## src/rtl/mbx_pkg.sv

```systemverilog
package mbx_pkg;
  // Kind of window a byte offset falls into
  typedef enum logic [1:0] {
    WIN_NONE = 2'd0,
    WIN_SET  = 2'd1,
    WIN_CLR  = 2'd2
  } mbx_win_e;
endpackage

```

## src/rtl/mbx_addr_dec.sv

```systemverilog
module mbx_addr_dec
  import mbx_pkg::*;
#(
  parameter int ADDR_W   = 8,
  parameter int NUM_MBX  = 16,
  parameter int SET_BASE = 'h80,
  parameter int CLR_BASE = 'hC0,
  localparam int IDX_W   = $clog2(NUM_MBX)
) (
  input  logic               accept,
  input  logic               write,
  input  logic [ADDR_W-1:0]  addr,
  output logic [NUM_MBX-1:0] set_vec,
  output logic [NUM_MBX-1:0] clr_vec,
  output logic               rd_hit,
  output logic [IDX_W-1:0]   rd_idx
);
  localparam int WIN_BYTES = NUM_MBX * 4;

  mbx_win_e          win;
  logic [ADDR_W-1:0] set_off;
  logic [ADDR_W-1:0] clr_off;
  logic [IDX_W-1:0]  set_idx;
  logic [IDX_W-1:0]  clr_idx;

  always_comb begin
    set_off = addr - ADDR_W'(SET_BASE);
    clr_off = addr - ADDR_W'(CLR_BASE);
    // dropping the two low bits ignores byte lanes within a word
    set_idx = IDX_W'(set_off >> 2);
    clr_idx = IDX_W'(clr_off >> 2);
    if (int'(addr) >= SET_BASE && int'(addr) < SET_BASE + WIN_BYTES)
      win = WIN_SET;
    else if (int'(addr) >= CLR_BASE && int'(addr) < CLR_BASE + WIN_BYTES)
      win = WIN_CLR;
    else
      win = WIN_NONE;
  end

  for (genvar i = 0; i < NUM_MBX; i++) begin : g_sel
    assign set_vec[i] = accept && write && (win == WIN_SET) && (set_idx == IDX_W'(i));
    assign clr_vec[i] = accept && write && (win == WIN_CLR) && (clr_idx == IDX_W'(i));
  end

  assign rd_hit = (win == WIN_CLR);
  assign rd_idx = clr_idx;
endmodule

```

## src/rtl/mbx_cell.sv

```systemverilog
module mbx_cell #(
  parameter int DATA_W = 32
) (
  input  logic              clk,
  input  logic              rst_n,
  input  logic              set_en,
  input  logic              clr_en,
  input  logic [DATA_W-1:0] wdata,
  output logic [DATA_W-1:0] q,
  output logic              pend
);
  logic [DATA_W-1:0] set_bits;
  logic [DATA_W-1:0] clr_bits;
  logic [DATA_W-1:0] q_nxt;

  always_comb begin
    set_bits = set_en ? wdata : '0;
    clr_bits = clr_en ? wdata : '0;
    // clear is applied on top of any set
    q_nxt    = (q | set_bits) & ~clr_bits;
  end

  always_ff @(posedge clk or negedge rst_n) begin
    if (!rst_n) q <= '0;
    else        q <= q_nxt;
  end

  assign pend = |q;


  set_or_chk: assert property (@(posedge clk) disable iff (!rst_n)
    set_en && !clr_en |=> ((q & $past(wdata)) == $past(wdata)));

  clr_bits_chk: assert property (@(posedge clk) disable iff (!rst_n)
    clr_en |=> ((q & $past(wdata)) == '0));

  idle_hold_chk: assert property (@(posedge clk) disable iff (!rst_n)
    !set_en && !clr_en |=> $stable(q));
endmodule

```

## src/rtl/mbx_rdmux.sv

```systemverilog
module mbx_rdmux #(
  parameter int DATA_W  = 32,
  parameter int NUM_MBX = 16,
  localparam int IDX_W  = $clog2(NUM_MBX)
) (
  input  logic [DATA_W-1:0] mbox [NUM_MBX],
  input  logic              hit,
  input  logic [IDX_W-1:0]  idx,
  output logic [DATA_W-1:0] rdata
);
  always_comb begin
    rdata = '0;
    for (int i = 0; i < NUM_MBX; i++) begin
      if (hit && idx == IDX_W'(i)) rdata = mbox[i];
    end
  end
endmodule

```

## src/rtl/mbx_bank.sv

```systemverilog
module mbx_bank #(
  parameter int NUM_CORES    = 4,
  parameter int MBX_PER_CORE = 4,
  parameter int DATA_W       = 32,
  parameter int ADDR_W       = 8,
  parameter int SET_BASE     = 'h80,
  parameter int CLR_BASE     = 'hC0,
  localparam int NUM_MBX     = NUM_CORES * MBX_PER_CORE,
  localparam int IDX_W       = $clog2(NUM_MBX)
) (
  input  logic               clk,
  input  logic               rst_n,
  input  logic               req_valid,
  output logic               req_ready,
  input  logic               req_write,
  input  logic [ADDR_W-1:0]  req_addr,
  input  logic [DATA_W-1:0]  req_wdata,
  output logic               rsp_valid,
  input  logic               rsp_ready,
  output logic [DATA_W-1:0]  rsp_rdata,
  output logic [NUM_MBX-1:0] mbx_pending
);
  logic               accept;
  logic [NUM_MBX-1:0] set_vec;
  logic [NUM_MBX-1:0] clr_vec;
  logic               rd_hit;
  logic [IDX_W-1:0]   rd_idx;
  logic [DATA_W-1:0]  rd_data;
  logic [DATA_W-1:0]  mbox_q [NUM_MBX];

  assign req_ready = rst_n && (!rsp_valid || rsp_ready);
  assign accept    = req_valid && req_ready;

  mbx_addr_dec #(
    .ADDR_W   (ADDR_W),
    .NUM_MBX  (NUM_MBX),
    .SET_BASE (SET_BASE),
    .CLR_BASE (CLR_BASE)
  ) u_dec (
    .accept  (accept),
    .write   (req_write),
    .addr    (req_addr),
    .set_vec (set_vec),
    .clr_vec (clr_vec),
    .rd_hit  (rd_hit),
    .rd_idx  (rd_idx)
  );

  // pending bit index = core*MBX_PER_CORE + local index
  for (genvar m = 0; m < NUM_MBX; m++) begin : g_mbx
    mbx_cell #(.DATA_W(DATA_W)) u_cell (
      .clk    (clk),
      .rst_n  (rst_n),
      .set_en (set_vec[m]),
      .clr_en (clr_vec[m]),
      .wdata  (req_wdata),
      .q      (mbox_q[m]),
      .pend   (mbx_pending[m])
    );


    pend_rise_chk: assert property (@(posedge clk) disable iff (!rst_n)
      $rose(mbx_pending[m]) |-> $past(set_vec[m]));
  end

  mbx_rdmux #(.DATA_W(DATA_W), .NUM_MBX(NUM_MBX)) u_rdmux (
    .mbox  (mbox_q),
    .hit   (rd_hit),
    .idx   (rd_idx),
    .rdata (rd_data)
  );

  always_ff @(posedge clk or negedge rst_n) begin
    if (!rst_n) begin
      rsp_valid <= 1'b0;
      rsp_rdata <= '0;
    end else if (accept) begin
      rsp_valid <= !req_write;
      if (!req_write) rsp_rdata <= rd_data;
    end else if (rsp_ready) begin
      rsp_valid <= 1'b0;
    end
  end


  rd_resp_chk: assert property (@(posedge clk) disable iff (!rst_n)
    accept && !req_write |=> rsp_valid);

  wr_no_resp_chk: assert property (@(posedge clk) disable iff (!rst_n)
    accept && req_write |=> !rsp_valid);

  rsp_hold_chk: assert property (@(posedge clk) disable iff (!rst_n)
    rsp_valid && !rsp_ready |=> rsp_valid && $stable(rsp_rdata));
endmodule

```

## config.mk

```make
export PLATFORM = sky130hd
export DESIGN_NAME = mbx_bank
export DESIGN_NICKNAME = d
export VERILOG_FILES = /design/src/rtl/mbx_pkg.sv /design/src/rtl/mbx_addr_dec.sv /design/src/rtl/mbx_cell.sv /design/src/rtl/mbx_rdmux.sv /design/src/rtl/mbx_bank.sv
export SDC_FILE = /design/constraint.sdc
export NUM_CORES = 1
export LEC_CHECK = 0
export BUFFER_PORTS_ARGS = -buffer_cell sky130_fd_sc_hd__buf_2
export CAP_MARGIN = 20
export CORE_ASPECT_RATIO = 1.25
export CORE_MARGIN = 4
export CORE_UTILIZATION = 58
export CTS_BUF_LIST = sky130_fd_sc_hd__clkbuf_4 sky130_fd_sc_hd__clkbuf_8
export DETAILED_ROUTE_END_ITERATION = 10
export PLACE_DENSITY = 0.74
export SLEW_MARGIN = 20
export SYNTH_ARGS = -nofsm -noshare
export SYNTH_HDL_FRONTEND = slang
export SYNTH_SLANG_ARGS = --single-unit
```

## constraint.sdc

```tcl
create_clock -name clk -period 1.6 [get_ports clk]
set_input_delay 0.32 -clock clk [delete_from_list [all_inputs] [get_ports clk]]
set_output_delay 0.32 -clock clk [all_outputs]
set_load 0.01 [all_outputs]
```

==> results of run 1 <==
==> synthesized netlist by cell type, drive strengths merged (15+ instances only) <==
cell	count	share of area [%]
a21oi	1078	21
a221oi	66	2.4
a22o	15	0.51
a22oi	25	0.73
a31oi	16	0.39
buf	160	3.5
clkbuf	136	2.0
dfrtp	545	53
mux2i	36	1.4
nand2	92	1.4
nand3	46	0.91
nand4	45	1.2
nor2	106	1.7
nor3	27	0.70
nor4	129	3.1
o21ai	63	1.2
o22ai	27	0.65
o2bb2ai	15	0.51
or2	18	0.44
==> kinds of logic after synthesis <==
kind of cell,after synthesis,synth area share [%]
AND/OR/NAND/NOR,504,10.6
flip-flops,545,52.7
AO/OA/AOI/OAI,1367,29.7
buffers and inverters,296,5.46
multiplexers,39,1.52
==> through the flow <==
stage	std cells	utilization (%)	worst slack [ns]	setup TNS, ns	instance area (µm²)
2_1_floorplan	2751	-	-0.0893	-24.59	26200
3_3_place_gp	3860	73.9	-0.663	-172.63	32600
3_5_place_dp	3860	73.9	-0.712	-196.76	32600
4_1_cts	4144	87.8	-0.950	-189.85	38700
==> routing by layer <==
metal  global-route usage (%)  GRT overflow
met5                     74.4            21
met4                      101           500
met3                     86.8            88
met2                      104           668
met1                     92.3            70
==> what timing repair did <==
item / CTS
setup buffers: 77
endpoints found under the hold margin: 18
resized for setup: 473
hold buffers: 1
pin swaps: 255
endpoints found under the setup margin: 581
cloned: 62
==> flow_metrics.tcl, run 1 <==
set metrics [dict create \
    die_h_um 244 \
    endpoint_type "top-level output" \
    grt_overflow_total 1347 \
    rows 86 \
    synth_seq_area_share_pct 52.7 \
    hpwl_um 74300 \
    start_util_pct 58.7 \
    clockBufferDepth 3 \
    ys_seq_elements 545 \
    cts-root-buf "clkbuf_8" \
    yosysWarnings 0 \
    stop_stage "5_1_grt" \
    h-tree-depth 3 \
    tool.error "[ERROR GRT-0232] Routing congestion too high. Check the congestion heatmap in the GUI." \
    synth_nets 2796 \
    die_x_um 197 \
    avgSynthCellArea_um2 9.41 \
    grt_max_degree 146 \
    syn_inst 2751 \
    port_buffers 92 \
    cts-buffers-inserted 85 \
    crit_endpoint "mbx_pending[12]" \
    cts.sinks 545 \
    synthArstFlopShare_pct 100 \
    synth_area_mm2 0.0259 \
    finalWeightedCongestion 1.03 \
    synth_enable_flop_cells 0 \
    ys_types 65 \
    global_route.usage.total_pct 95.3 \
    ios 95 \
    synth_ff_type "dfrtp_1" \
    status "aborted with a tool error" \
]
==> inputs of run 2 (changes only) <==
- CORE_ASPECT_RATIO: 1.25 -> unset
- CORE_UTILIZATION: 58 -> 40
- CTS_BUF_LIST: sky130_fd_sc_hd__clkbuf_4 sky130_fd_sc_hd__clkbuf_8 -> unset
- PLACE_DENSITY: 0.74 -> unset
- PLACE_DENSITY_LB_ADDON: unset -> 0.15
- clock period: 1.6 -> 2.1 ns (I/O delays scaled with it)
==> run 2 against run 1 <==
  * The flow now finishes, with violations (setup timing)
  * Synthesized cell count stayed put
  * Synthesized area stayed put
==> flow_metrics.tcl, run 2 <==
set metrics [dict create \
    grt_overflow_total 0 \
    syn_inst 2751 \
    crit_fanout 2 \
    top_layer "met5" \
    post-place-ws_ns -0.493 \
    yosys.area.top_type_share_pct 52.7 \
    synth_top_area_cell "dfrtp_1" \
    grt_antenna_before_repair 5 \
    hold-path-endpoint "rsp_valid" \
    wl_met1_um 41500 \
    synth_area_mm2 0.0259 \
    wl_per_cell_um 25.5 \
    skew_ns 0.0234 \
    die_x_um 262 \
    finalWeightedCongestion 0.934 \
    synth_commonest_cells "a21oi_1 (1,078), dfrtp_1 (545), clkbuf_1 (136), nor4_1 (129), buf_2 (119)" \
    cts_tree "built" \
    fin_crit_sh_pct 126 \
    synth_mux_area_share_pct 1.52 \
    clockBufferDepth 3 \
    total_leakage_power_uw 0.0149 \
    drt_iter0_markers 2893 \
    design_area_mm2 0.0326 \
    grt_max_degree 173 \
    ff2ff_path_depth 10 \
    synth-xor-area-share_pct 0 \
    timing.rr.start "rsp_valid" \
    vias_per_cell 6.28 \
    largest_reg_flops 512 \
    rows 92 \
    path_buf_inv 2 \
    synth_top_family_by_area "compound AO/OA/AOI/OAI gates" \
    ant_nets 0 \
    hpwl_um 70200 \
    areaGrowthSynthToFinish_pct 25.9 \
    final_nets 3035 \
    dr.pass1.iters 6 \
    status "finished, violations left" \
    synth_enable_flop_cells 0 \
    clk_latency_ns 0.60 \
    slowest_stage "dfrtp_1" \
    drt-total-wl_um 99100 \
    path_cells "nor4_2 -> buf_4 -> nand4_1 -> or2_4 -> buf_6" \
    crit_required_ns 1.68 \
    layout_common_cells "a21oi_1 (1,078), dfrtp_1 (543), buf_4 (318)" \
    dieArea_mm2 0.0688 \
    reg2reg_slack_ns 0.03 \
    min_delay_path_depth 3 \
    synth_seq_area_share_pct 52.7 \
    holdCritPathClass "in -> reg" \
    avgSynthCellArea_um2 9.41 \
    antennaDiodeCount 0 \
    synthArstFlopShare_pct 100 \
    die_h_um 262 \
    power_density_mw_per_mm2 846 \
    grt_pass1_wl_um 149000 \
    fmax_mhz 378 \
    synth_nets 2796 \
    cts-buffers-inserted 66 \
    synth_area_leaders "dfrtp_1 (53%), a21oi_1 (21%), nor4_1 (3.1%), buf_2 (2.3%), clkbuf_1 (2.0%)" \
    synth_simple_gate_area_share_pct 10.6 \
    port_buffers 92 \
    vias 24408 \
    setup_slack_ns -0.546 \
    worst_pin_slew_ns 1.14 \
    crit_family "simple AND/OR/NAND/NOR gates" \
    wl_met3_um 7220 \
    ir_drop_uv 507 \
    h-tree-depth 3 \
    synth_ff_type "dfrtp_1" \
    drive_gt1_share_pct 24.1 \
    final_common_cell "a21oi_1" \
    cp.arrival_ns 2.23 \
    hold_viol 0 \
    cts-root-buf "clkbuf_16" \
    synth_compound_area_share_pct 29.7 \
    slowest_delay_ns 0.39 \
    synth.most_common_cell "a21oi_1" \
    met2_length_um 46100 \
    grt_pass1_vias 23631 \
    cts.sinks 545 \
    critPathCaptureType "primary output" \
    top_register "g_mbx.u_cell.q" \
    drv_cap 0 \
    coreArea_mm2 0.0635 \
    drv_slew 0 \
    ys_seq_elements 545 \
    placed_area_mm2 0.0293 \
    drcViolationCount 0 \
    ys_types 65 \
    yosys.area_share.adder_pct 0 \
    rsz0062_at_grt "true" \
    startpoint_type "flop" \
    clkSlewWorstSetupHoldPaths_ns 0.06 \
    top_regs "g_mbx.u_cell.q x512, rsp_rdata x32, rsp_valid x1" \
    hp-start "rsp_ready" \
    relSlewSlack_pct 23.8 \
    setup_viol 16 \
    crit_type "reg -> out" \
    ios 95 \
    yosysWarnings 0 \
    global_route.usage.total_pct 27.7 \
    start_util_pct 40.7 \
    violations "setup timing" \
    rr_endpoint "g_mbx[12].u_cell.q[19]" \
    min_period_ns 2.65 \
]
run 2: stage by stage:
| step | setup TNS (ns) | total power (µW) | instances | hold WS (ns) | utilization (%) |
|---|---|---|---|---|---|
| final | -6.51 | 27500 | 3886 | 0.150 | 51.3 |
| after global routing | -7.54 | 28400 | 3886 | 0.190 | 51.3 |
| after CTS | -6.51 | 27600 | 3876 | 0.127 | 50.8 |
| after detailed placement | -19.39 | 15100 | 3737 | 0.209 | 46.2 |
| after global placement | -15.13 | 15000 | 3737 | 0.206 | 46.2 |
| after floorplan | 0 | 13300 | 2751 | 0.124 | - |
run 2: what timing repair did:
item,CTS,global route
setup buffers,22,8
cloned,0,2
hold buffers,1,0
setup endpoints to repair,16,108
gates resized for setup,88,25
endpoints found under the hold margin,18,0
pin swaps,48,31
run 2: routing by layer:
layer,GRT usage (%),up-vias
met5,0,-
met4,11.3,6
met1,38.4,12175
met2,43.8,1145
met3,4.48,240
li1,-,10842
run 2: kinds of logic (layout without fill, tap and decap cells):
kind of cell	count (synthesis)	after routing
muxes	39	39
and+or+nand+nor	504	504
DFF	545	545
buffers and inverters	296	585
AOI/OAI and AO/OA	1367	1367
run 2: area by class of cell:
cell class              instances  area, µm²
multi-input cells            1910      11500
well taps                     846       1060
fillers                      5850      31000
repair buffers                467       4090
flip-flops and latches        545      13600
clock inverters                17        221
clock buffers                 101       2090
run 2: power by group:
part	switching [µW]	internal, µW	leakage [µW]
sequential	566	11100	0.00747
combinational	2160	1610	0.00632
clock	4670	7460	0.00114
run 2: how the worst max path moves through the flow:
| stage | start | endpoint | slack (ns) | depth (start not counted) |
|---|---|---|---|---|
| 6_report | g_mbx[12].u_cell.q[31] | mbx_pending[12] | -0.55 | 5 |
| 5_1_grt | g_mbx[12].u_cell.q[31] | mbx_pending[12] | -0.63 | 5 |
| 4_1_cts | g_mbx[12].u_cell.q[31] | mbx_pending[12] | -0.54 | 5 |
| 3_5_place_dp | req_addr[2] | rsp_rdata[0] | -0.49 | 9 |
| 3_3_place_gp | req_addr[2] | rsp_rdata[0] | -0.51 | 9 |
| 2_1_floorplan | req_addr[2] | rsp_rdata[29] | 0.20 | 9 |
run 2: worst reg2reg max path: cells and delay by family (launching register included):
kind	cells	cell delay, ns
buffers and inverters	4	0.66
AO/OA/AOI/OAI	2	0.25
flip-flops	1	0.40
AND/OR/NAND/NOR	4	0.68
(Power assumes the default switching activity.)
